<file path="config.mk">
export PLATFORM = sky130hd
export DESIGN_NAME = tod_clock_core
export DESIGN_NICKNAME = d
export VERILOG_FILES = /design/src/rtl/tod_pkg.sv /design/src/rtl/tod_tick_div.sv /design/src/rtl/tod_btn_edge.sv /design/src/rtl/tod_wrap_counter.sv /design/src/rtl/tod_clock_core.sv
export SDC_FILE = /design/constraint.sdc
export NUM_CORES = 1
export LEC_CHECK = 0
export BUFFER_PORTS_ARGS = -buffer_cell sky130_fd_sc_hd__buf_2
export CAP_MARGIN = 10
export CORE_ASPECT_RATIO = 1.4
export CORE_MARGIN = 4
export CORE_UTILIZATION = 50
export DETAILED_ROUTE_END_ITERATION = 8
export GPL_TIMING_DRIVEN = 1
export PLACE_DENSITY = 0.81
export SYNTH_ARGS = -nofsm -noshare
export SYNTH_HDL_FRONTEND = slang
export SYNTH_SLANG_ARGS = --single-unit
</file>
<file path="constraint.sdc">
create_clock -name clk -period 5.3 [get_ports clk]
set_input_delay 0.53 -clock clk [delete_from_list [all_inputs] [get_ports clk]]
set_output_delay 0.53 -clock clk [all_outputs]
set_load 0.05 [all_outputs]
</file>
<file path="src/rtl/tod_pkg.sv">
package tod_pkg;
   localparam int unsigned SEC_MOD   = 60;
   localparam int unsigned MIN_MOD   = 60;
   localparam int unsigned HR_MOD    = 24;
   localparam int unsigned ROUND_AT  = SEC_MOD / 2;
   localparam int unsigned NUM_BTN   = 3;

   typedef enum int unsigned {
      BTN_SEC = 0,
      BTN_MIN = 1,
      BTN_HR  = 2
   } btn_idx_e;
endpackage

</file>
<file path="src/rtl/tod_tick_div.sv">
module tod_tick_div #(
   parameter int unsigned DIVIDE = 27_000_000
) (
   input  logic clk,
   input  logic rst,
   output logic tick
);
   localparam int unsigned W = (DIVIDE > 1) ? $clog2(DIVIDE) : 1;
   localparam logic [W-1:0] LAST = W'(DIVIDE - 1);

   generate
      if (DIVIDE < 2) begin : g_bad_div
         $error("tod_tick_div: DIVIDE must be at least 2");
      end
   endgenerate

   logic [W-1:0] phase;

   assign tick = (phase == LAST);

   always_ff @(posedge clk) begin
      if (rst)       phase <= '0;
      else if (tick) phase <= '0;
      else           phase <= phase + W'(1);
   end
endmodule

</file>
<file path="src/rtl/tod_btn_edge.sv">
module tod_btn_edge #(
   parameter int unsigned N           = 3,
   parameter int unsigned SYNC_STAGES = 1
) (
   input  logic         clk,
   input  logic         rst,
   input  logic [N-1:0] btn_n,
   output logic [N-1:0] press
);
   generate
      if (N < 1) begin : g_bad_n
         $error("tod_btn_edge: N must be at least 1");
      end
      if (SYNC_STAGES > 4) begin : g_bad_sync
         $error("tod_btn_edge: SYNC_STAGES above 4 is not supported");
      end

      for (genvar i = 0; i < N; i++) begin : g_btn
         logic level;
         logic level_q;

         if (SYNC_STAGES == 0) begin : g_direct
            assign level = btn_n[i];
         end else begin : g_sampled
            logic [SYNC_STAGES-1:0] stage;
            always_ff @(posedge clk) begin
               if (rst) stage <= '1;
               else     stage <= SYNC_STAGES'({stage, btn_n[i]});
            end
            assign level = stage[SYNC_STAGES-1];
         end

         always_ff @(posedge clk) begin
            if (rst) level_q <= 1'b1;
            else     level_q <= level;
         end

         assign press[i] = level_q & ~level;
      end
   endgenerate
endmodule

</file>
<file path="src/rtl/tod_wrap_counter.sv">
module tod_wrap_counter #(
   parameter int unsigned MODULUS = 60,
   parameter int unsigned W       = 6
) (
   input  logic         clk,
   input  logic         rst,
   input  logic         clear,
   input  logic         step,
   output logic [W-1:0] count,
   output logic         at_last
);
   localparam logic [W-1:0] LAST = W'(MODULUS - 1);

   generate
      if (MODULUS < 2 || MODULUS > (1 << W)) begin : g_bad_mod
         $error("tod_wrap_counter: MODULUS must be in 2..2**W");
      end
   endgenerate

   assign at_last = (count == LAST);

   always_ff @(posedge clk) begin
      if (rst)                count <= '0;
      else if (clear)         count <= '0;
      else if (step) begin
         if (at_last)         count <= '0;
         else                 count <= count + W'(1);
      end
   end
endmodule

</file>
<file path="src/rtl/tod_clock_core.sv">
module tod_clock_core
   import tod_pkg::*;
#(
   parameter int unsigned TICK_DIV    = 27_000_000,
   parameter int unsigned CNT_W       = 6,
   parameter int unsigned SYNC_STAGES = 1
) (
   input  logic             clk,
   input  logic             rst,
   input  logic             sec_rst_n,
   input  logic             min_set_n,
   input  logic             hr_set_n,
   output logic [CNT_W-1:0] seconds,
   output logic [CNT_W-1:0] minutes,
   output logic [CNT_W-1:0] hours
);
   localparam logic [CNT_W-1:0] ROUND_LIM = CNT_W'(ROUND_AT);

   generate
      if (CNT_W < 6) begin : g_bad_width
         $error("tod_clock_core: CNT_W must be at least 6");
      end
   endgenerate

   logic               tick;
   logic [NUM_BTN-1:0] btn_n;
   logic [NUM_BTN-1:0] press;
   logic               press_sec, press_min, press_hr;
   logic               sec_last, min_last, hr_last;
   logic               sec_carry, min_step, min_carry, hr_step;

   assign btn_n[BTN_SEC] = sec_rst_n;
   assign btn_n[BTN_MIN] = min_set_n;
   assign btn_n[BTN_HR]  = hr_set_n;

   tod_tick_div #(.DIVIDE(TICK_DIV)) u_div (
      .clk  (clk),
      .rst  (rst),
      .tick (tick)
   );

   tod_btn_edge #(.N(NUM_BTN), .SYNC_STAGES(SYNC_STAGES)) u_btn (
      .clk   (clk),
      .rst   (rst),
      .btn_n (btn_n),
      .press (press)
   );

   assign press_sec = press[BTN_SEC];
   assign press_min = press[BTN_MIN];
   assign press_hr  = press[BTN_HR];

   // Rounding press overrides the tick; otherwise carry on 59 -> 0.
   assign sec_carry = press_sec ? (seconds >= ROUND_LIM) : (tick & sec_last);
   assign min_step  = sec_carry | press_min;
   // Only a seconds-driven wrap of minutes reaches the hours.
   assign min_carry = sec_carry & min_last;
   assign hr_step   = min_carry | press_hr;

   tod_wrap_counter #(.MODULUS(SEC_MOD), .W(CNT_W)) u_sec (
      .clk     (clk),
      .rst     (rst),
      .clear   (press_sec),
      .step    (tick),
      .count   (seconds),
      .at_last (sec_last)
   );

   tod_wrap_counter #(.MODULUS(MIN_MOD), .W(CNT_W)) u_min (
      .clk     (clk),
      .rst     (rst),
      .clear   (1'b0),
      .step    (min_step),
      .count   (minutes),
      .at_last (min_last)
   );

   tod_wrap_counter #(.MODULUS(HR_MOD), .W(CNT_W)) u_hr (
      .clk     (clk),
      .rst     (rst),
      .clear   (1'b0),
      .step    (hr_step),
      .count   (hours),
      .at_last (hr_last)
   );

   logic unused_ok;
   assign unused_ok = hr_last;
endmodule

</file>
## After elaboration in Yosys (flattened, before gate mapping)

Cells that the tools add are included.

- Add/subtract/negate cells: 4
- $lt $le $gt $ge: 1
- Equality and inequality tests: 4
- Mux-type cells: 4
- Bitwise operators: 10
- Reduce and logical (&&, ||, !) cells: 2

Operators with widths:

| cell | count |
|---|---|
| 25-bit by 1-bit adder with 25-bit output (second input constant) | 1 |
| 25-bit equality test (second input constant) | 1 |
| 6-bit by 1-bit adder with 6-bit output (second input constant) | 3 |
| 6-bit two-way mux | 3 |
| 6-bit equality test (second input constant) | 2 |
| 6-bit by 5-bit equality test with 1-bit output (second input constant) | 1 |
| 6-bit by 5-bit >= comparator with 1-bit output (second input constant) | 1 |
| 1-bit AND | 5 |
| 2-bit OR reduction | 2 |
| 1-bit NOT | 3 |
| 1-bit OR | 2 |
| 1-bit two-way mux | 1 |

- Register bits after elaboration: 49
- Input bits: 5
- Output and inout port bits: 18
- Logic and storage cells: 35

## Logic depth before layout (Yosys ltp)

Gate-level depths: netlist of run 1.

- Depth after elaboration: 5
- Gate-level depth with buffers: 7
- Depth with buffers taken out: 7

## Modules after synthesis

From an unflattened synthesis of run 1, not the netlist that was laid out.

- Cells, all modules: 264
- Area total of the unflattened synthesis: 2346.0 µm²

Modules (own cells, without submodules):

| module | times used | cells each | area each (µm²) | sequential area each (µm²) |
|---|---|---|---|---|
| tod_tick_div | 1 | 137 | 1198.6 | 500.5 |
| tod_wrap_counter at u_min ... | 2 | 34 | 302.8 | 120.1 |
| tod_wrap_counter at u_hr | 1 | 35 | 299.0 | 120.1 |
| tod_btn_edge | 1 | 15 | 176.4 | 120.1 |
| tod_clock_core | 1 | 9 | 66.3 | 0.0 |

## Worst setup path before layout of run 1

Ideal clock, no wire load.

- Path type: register to register
- Start: reg u_min.count[0]
- End: reg u_hr.count[5]
- Setup time: 0.070 ns
- Arrival time: 2.186 ns
- Required time: 5.230 ns
- Setup slack: 3.044 ns
- Cell stages (with the launch flop): 8
- Buffers on the path: 1
- Clock period less this slack: 2.256 ns
- Cells stage by stage: dfxtp_1 ha_1 nand2b_1 nor4_2 nor2b_1 clkbuf_1 or4_1 a21oi_1

- Longest elaborated chain between the ends: 3

Ends and longest elaborated chain:

| item | line | RTL |
|---|---|---|
| start, declared | tod_wrap_counter.sv:9 | `output logic [W-1:0] count,` |
| start signal, assigned | tod_wrap_counter.sv:27 | `else count <= count + W'(1);` |
| 6-bit equality test | tod_wrap_counter.sv:20 | `assign at_last = (count == LAST);` |
| 1-bit AND | tod_clock_core.sv:57 | `assign min_carry = sec_carry & min_last;` |
| 1-bit OR | tod_clock_core.sv:58 | `assign hr_step = min_carry \| press_hr;` |
| end signal, assigned | tod_wrap_counter.sv:27 |  |
| end, declared | tod_wrap_counter.sv:9 |  |

No other way between the ends.
A chain may end at the register's enable or synchronous reset.

## Final worst setup path of run 1

Ends and elaborated chain as after synthesis.

==> results.md, run 1 <==
* Number of synthesized register bits at 49
* CTS sink count at just under 50
* Post-synth cell types at between 40 and 50
* Unrepaired setup endpoints after global routing: false
* Clk slew on worst S/H paths at ~0.090 ns
* CP startpoint: u_min.count[0]$_SDFFE_PP0P_
* Internal reg-to-reg setup slack at between 3 and 4 ns
* Yosys top cell by area: dfxtp_1
* Largest net degree at the start of global routing at 26
* CTS tree: yes
* Cts-stage hold buffer count at 0
* Full die area at between 0.005 and 0.006 mm²
* FF-to-FF Start: u_min.count[0]$_SDFFE_PP0P_
* Port bufs at 22
* Clock Latency Late Sink at approximately 0.30 ns
* Mapped Area at 0.00229 mm²
* Synth Warn # at 0
* Critical R2R Capture: u_hr.count[5]$_SDFFE_PP0P_
* Period utilization at a little over 40%
* Postcts setup bufs at 0
* Most instantiated cells after synthesis: dfxtp_1 (49), nor2_1 (47), xnor2_1 (19)
* Clock Skew at approximately 0.0095 ns
* R2R cell count at 6
* Mean Syn Cell Area at ~8.7 µm²
* MaxCap Viol Count at 0
* Worst-Margin Slew at 0.568 ns
* Clk buf depth at 2
* # resized after CTS at 0
* Status: completed
* Final wirelength at ~4400 µm
* Top cells by area, synth: dfxtp_1 (43%), nor2_1 (7.7%), xnor2_1 (7.3%)
* H-Tree Depth at 2
* First-pass GRT wire length at between 7000 and 8000 µm
* Worst EP arrival at ~2.4 ns
* Gpl congestion at between 0.8 and 0.9
* Gate count after technology mapping at 263
* Die height at 88.2 µm
* Primary FF master, synth: dfxtp_1
* Setup violators final at 0
* Area share of the largest cell type after synthesis at a little over two fifths
* Core Area at about 0.0043 mm²
* DR WL/cell at 12.8 µm
* Inserted Diodes at 0
* Hold Path Class: input port to flip-flop
* Number of global-route vias before repair at approximately 1.8k
* Max-slew headroom at between 60 and 70%
* CP required at approximately 5.5 ns
* Design area at around 0.0026 mm²
* CP Capture Type: flip-flop
* Cell Rows at 28
* Starting DRC count in detailed routing at between 70 and 80
* Tmin final at roughly 2.2 ns
* Critical path destination: u_hr.count[5]$_SDFFE_PP0P_
* Post-route ant nets at 0
* EDFF count, synth at 0
* Max Clk Rate at 0.465 GHz
* DR vias at approximately 1.9k
* Kind of critical path: flip-flop to flip-flop
* Global route overflow at 0
* Post-synth ARST share at 0%
* Vias per cell at ~5.5
* Layout Nets at approximately 300
* Pwr dens at around 260 mW/mm²
* Area Overhead vs Synth at 12.1%
* Final count of hold timing violations at 0
* Crit path launch type: flip-flop
* VDD IR max at roughly 220 µV
* Die W at approximately 65 µm
* CTS Buf Count at 5
* DP Area at between 0.002 and 0.0025 mm²
* Fin Setup TNS at 0 ns
* # IOs at 23
* Critical Path Fanout Max at 10
* Count of pins over their slew limit at 0
* Mapped Nets at ~270
* Layout cell share with drive strength beyond 1 at about 16%
* Initial Utilization at approximately 53%
* CTS root buffer: clkbuf_8
* DRT Pass-1 Iters at 6
* Initial antenna violation count at 0
* Count leader, synth: dfxtp_1
* Detailed Place HPWL at a little over 3000 µm
* Seq/Total Area, Yosys at around 43%
* Static leakage at between 0.9 and 1 nW
* GRT Resource Usage Total at approximately 17%
* # DRC at 0
routing by layer:
layer / vias up / routed length (µm) / track usage [%]
met1: 891 / 1870 / 17.9
met4: 0 / 73 / 7.36
li1: 957 / - / -
met5: - / 0 / 0
met2: 33 / 2350 / 31.7
met3: 6 / 146 / 4.24
where the power goes:
part	internal [mW]	switching (mW)	leakage [nW]
Combinational	0.00955	0.0186	0.480
Sequential	0.373	0.00383	0.397
Clock	0.141	0.126	0.0543
worst min-delay path by stage:
stage	start	endpoint	slack (ns)	depth (start not counted)
global route	hr_set_n	u_btn.g_btn[2].g_sampled.stage$_SDFF_PP1_	0.39	2
global placement	u_btn.g_btn[2].g_sampled.stage$_SDFF_PP1_	u_btn.g_btn[2].level_q$_SDFF_PP1_	0.41	1
CTS	min_set_n	u_btn.g_btn[1].g_sampled.stage$_SDFF_PP1_	0.39	2
detailed placement	u_btn.g_btn[2].g_sampled.stage$_SDFF_PP1_	u_btn.g_btn[2].level_q$_SDFF_PP1_	0.43	1
floorplan	u_btn.g_btn[2].g_sampled.stage$_SDFF_PP1_	u_btn.g_btn[2].level_q$_SDFF_PP1_	0.41	1
finish	sec_rst_n	u_btn.g_btn[0].g_sampled.stage$_SDFF_PP1_	0.40	2
cell families after synthesis:
group | Yosys count | synth area share [%]
mux | 2 | 0.872
buf+inv | 22 | 3.60
fa+ha+maj | 5 | 2.73
compound gates | 32 | 9.98
simple gates | 125 | 29.4
flops | 49 | 42.7
xor+xnor | 28 | 10.7
state kept, by name (all words and copies together) (netlist names):
register / flops
u_btn.g_btn.level_q: 3
u_btn.g_btn.g_sampled.stage: 3
u_min.count: 6
u_hr.count: 6
u_div.phase: 25
u_sec.count: 6
final cells by class:
cell class | instances | area (µm²)
Clock buffer | 5 | 68.8
Clock inverter | 3 | 46.3
Fill cell | 410 | 1770
Inverter | 14 | 52.6
Multi-Input combinational cell | 192 | 1230
Sequential cell | 49 | 981
Tap cell | 60 | 75.1
Timing Repair Buffer | 23 | 118
cells in the final DEF (no fill, tap or decap), types with 6 or more instances in the layout:
master	count
buf_2	22
xor2_1	9
nand3_1	14
o21ai_0	9
nor3_1	9
xnor2_1	19
dfxtp_1	49
or2_2	7
nand4_1	7
inv_1	14
a21oi_1	6
nand2_1	13
nor2_1	47
worst max-delay path, cell delays in order (launching register included):
cell      delay, ns
dfxtp_1        0.41
ha_1           0.23
nand2b_1       0.10
nor4_2         0.39
nor2b_1        0.25
or4_1          0.56
a21oi_1        0.15
per-stage QoR:
stage	power (mW)	utilization, %	hold WS (ns)	setup WS (ns)	cells
4_1_cts	0.680	59.2	0.389	3.15	346
3_3_place_gp	0.412	56.6	0.415	3.21	338
2_1_floorplan	0.406	-	0.408	3.04	263
5_1_grt	0.701	59.2	0.391	2.85	346
3_5_place_dp	0.414	56.6	0.429	3.16	338
6_report	0.672	59.2	0.398	3.15	346
No activity file was read; power rests on OpenSTA's default activity.
==> inputs of run 2 (changes only) <==
==> constraint.sdc (replaced) <==
create_clock -name clk -period 2.1 [get_ports clk]
set_input_delay 0.21 -clock clk [delete_from_list [all_inputs] [get_ports clk]]
set_output_delay 0.21 -clock clk [all_outputs]
set_load 0.05 [all_outputs]
==> results.md, run 2 (synthesis gave the netlist of run 1 again) <==
* Status: completed
* Postcts setup bufs at 0 (unchanged)
* CP startpoint: u_div.phase[0]$_SDFF_PP0_
* Layout Nets at 306 (+3.7%)
* Fillcell total at 383 (-6.6%)
* Clk slew on worst S/H paths at 0.09 ns (about the same)
* Critical Path Fanout Max at 10 (unchanged)
* Static leakage at 0.998 nW (+7.1%)
* CTS Buf Count at 5 (unchanged)
* R2R cell count at 6 (unchanged)
* Final count of hold timing violations at 0 (unchanged)
* Full die area at 0.00575 mm² (unchanged)
* DR vias at 1933 (+2.4%)
* GRT Resource Usage Total at 18.2% (+1.1 points)
* Hold slack at 0.0770 ns (-0.321 ns)
* Final wirelength at 4590 µm (+3.3%)
* Pwr dens at 643 mW/mm² (+150%)
* Layout cell share with drive strength beyond 1 at 20.5% (+4.8 points)
* Critical path destination: u_hr.count[5]$_SDFFE_PP0P_
* Tmin final at 1.98 ns (-0.173 ns)
* Commonest non-fill, non-tap cell in the layout: nor2_1
* CTS tree: yes
* Multi-input logic area at 0.00123 mm² (+0.20%)
* DR WL/cell at 12.9 µm (+0.13%)
* Largest net degree at the start of global routing at 26 (unchanged)
* Vias per cell at 5.41 (-0.72%)
* Starting DRC count in detailed routing at 48 (-39%)
* H-Tree Depth at 2 (unchanged)
* Inserted Diodes at 0 (unchanged)
* Worst EP arrival at 2.22 ns (-0.17 ns)
* FF-to-FF Start: u_div.phase[0]$_SDFF_PP0_
* Clock Skew at 0.00749 ns (-0.00200 ns)
* Crit path launch type: flip-flop
* # resized after CTS at 0 (unchanged)
* Biggest register: u_div.phase
* CTS sink count at 49 (unchanged)
* Internal reg-to-reg setup slack at 0.12 ns (-3.03 ns)
* Max-slew headroom at 61.2% (-0.64 points)
* Sequential cell area at 987 µm² (+0.64%)
* # IOs at 23 (unchanged)
* Setup violators final at 0 (unchanged)
* Hold Path Class: input port to flip-flop
* First-pass GRT wire length at 8220 µm (+7.0%)
* # DRC at 0 (unchanged)
* Port bufs at 22 (unchanged)
* Cts-stage hold buffer count at 0 (unchanged)
* Unrepaired setup endpoints after global routing: false
* Clk buf depth at 2 (unchanged)
* CP required at 2.34 ns (-3.20 ns)
* Initial antenna violation count at 0 (unchanged)
* Area Overhead vs Synth at 16.7%
* Critical R2R Capture: u_hr.count[5]$_SDFFE_PP0P_
* Kind of critical path: flip-flop to flip-flop
* DRT Pass-1 Iters at 6 (unchanged)
* Global route overflow at 0 (unchanged)
* CTS root buffer: clkbuf_8
* Period utilization at 94.3% (+54 points)
* Most frequent cells in the layout: nor2_1 (47), dfxtp_1 (44), buf_2 (22), xnor2_1 (19)
* Clock Latency Late Sink at 0.31 ns (about the same)
* Core Area at 0.00434 mm² (unchanged)
* Number of global-route vias before repair at 1942 (+7.9%)
* Count of pins over their slew limit at 0 (unchanged)
* CP Capture Type: flip-flop
* Finished Core Util at 61.6% (+2.4 points)
* Cell Rows at 28 (unchanged)
* Initial Utilization at 52.8% (unchanged)
* MaxCap Viol Count at 0 (unchanged)
* Detailed Place HPWL at 3350 µm (+7.9%)
* Gpl congestion at 0.814 (+1.5%)
* Layout Cells excl Fill at 357 (+3.2%)
* VDD IR max at 436 µV (+99%)
* Number of flip-flops in the largest register at 25 (unchanged)
* Max Clk Rate at 0.505 GHz (+8.7%)
* Die W at 65.3 µm (unchanged)
* Post-route ant nets at 0 (unchanged)
* Worst-Margin Slew at 0.576 ns (+0.00792 ns)
* Placed Instances at 349 (+3.3%)
* Die height at 88.2 µm (unchanged)
[run 2: cell count changes in the layout (fill, tap and decap cells not counted)]
cell        before  now
buf_4            1   11
dfxtp_1         49   44
dfxtp_2          0    5
buf_12           0    1
clkbuf_1         0    1
clkbuf_8         5    6
clkinv_4         1    0
clkinvlp_4       1    0
ha_1             5    4
ha_2             0    1
[run 2: power breakdown]
group / internal [mW] / total, mW / switching (mW) / leakage (nW)
combinational: 0.0266 / 0.0741 / 0.0475 / 0.540
clock: 0.388 / 0.696 / 0.308 / 0.0585
sequential: 0.942 / 0.951 / 0.00950 / 0.399
[run 2: final cells by class]
type,count,share of cell area (%)
tap,60,2.80
inverter,14,1.96
multi-input combinational,192,46.1
timing repair buffer,34,7.94
clock inverter,1,1.12
clock buffer,7,3.22
sequential,49,36.9
[run 2: layer usage]
metal / global-route usage [%] / vias up / share of wire (%)
met5: 0 / - / 0
met4: 7.74 / 0 / 3.1
met2: 33.6 / 43 / 52
li1: - / 981 / -
met1: 19.4 / 893 / 41
met3: 4.24 / 16 / 3.3
[run 2: critical path, stage by stage (launching register included)]
cell	delay, ns
dfxtp_1	0.37
ha_2	0.21
and4_1	0.22
nand2_1	0.09
o311a_4	0.41
or4_1	0.48
a21oi_1	0.14
[run 2: per-stage QoR]
step / area (µm²) / power, mW / setup TNS, ns / setup slack, ns
after detailed placement: 2560 / 1.05 / 0 / 0.126
final: 2680 / 1.72 / 0 / 0.121
after global routing: 2680 / 1.79 / 0 / 0.0159
after CTS: 2680 / 1.74 / 0 / 0.108
after global placement: 2560 / 1.04 / 0 / 0.169
after floorplan: 2300 / 1.02 / -0.0204 / -0.0204
[run 2: worst min-delay path by stage]
stage	cells past startpoint	slack [ns]	end	startpoint
after global routing	2	0.08	u_btn.g_btn[0].g_sampled.stage$_SDFF_PP1_	sec_rst_n
after global placement	2	0.39	u_btn.g_btn[1].g_sampled.stage$_SDFF_PP1_	min_set_n
after detailed placement	2	0.39	u_btn.g_btn[1].g_sampled.stage$_SDFF_PP1_	min_set_n
after floorplan	1	0.31	u_btn.g_btn[0].g_sampled.stage$_SDFF_PP1_	sec_rst_n
final	2	0.08	u_btn.g_btn[1].g_sampled.stage$_SDFF_PP1_	min_set_n
after CTS	2	0.07	u_btn.g_btn[1].g_sampled.stage$_SDFF_PP1_	min_set_n
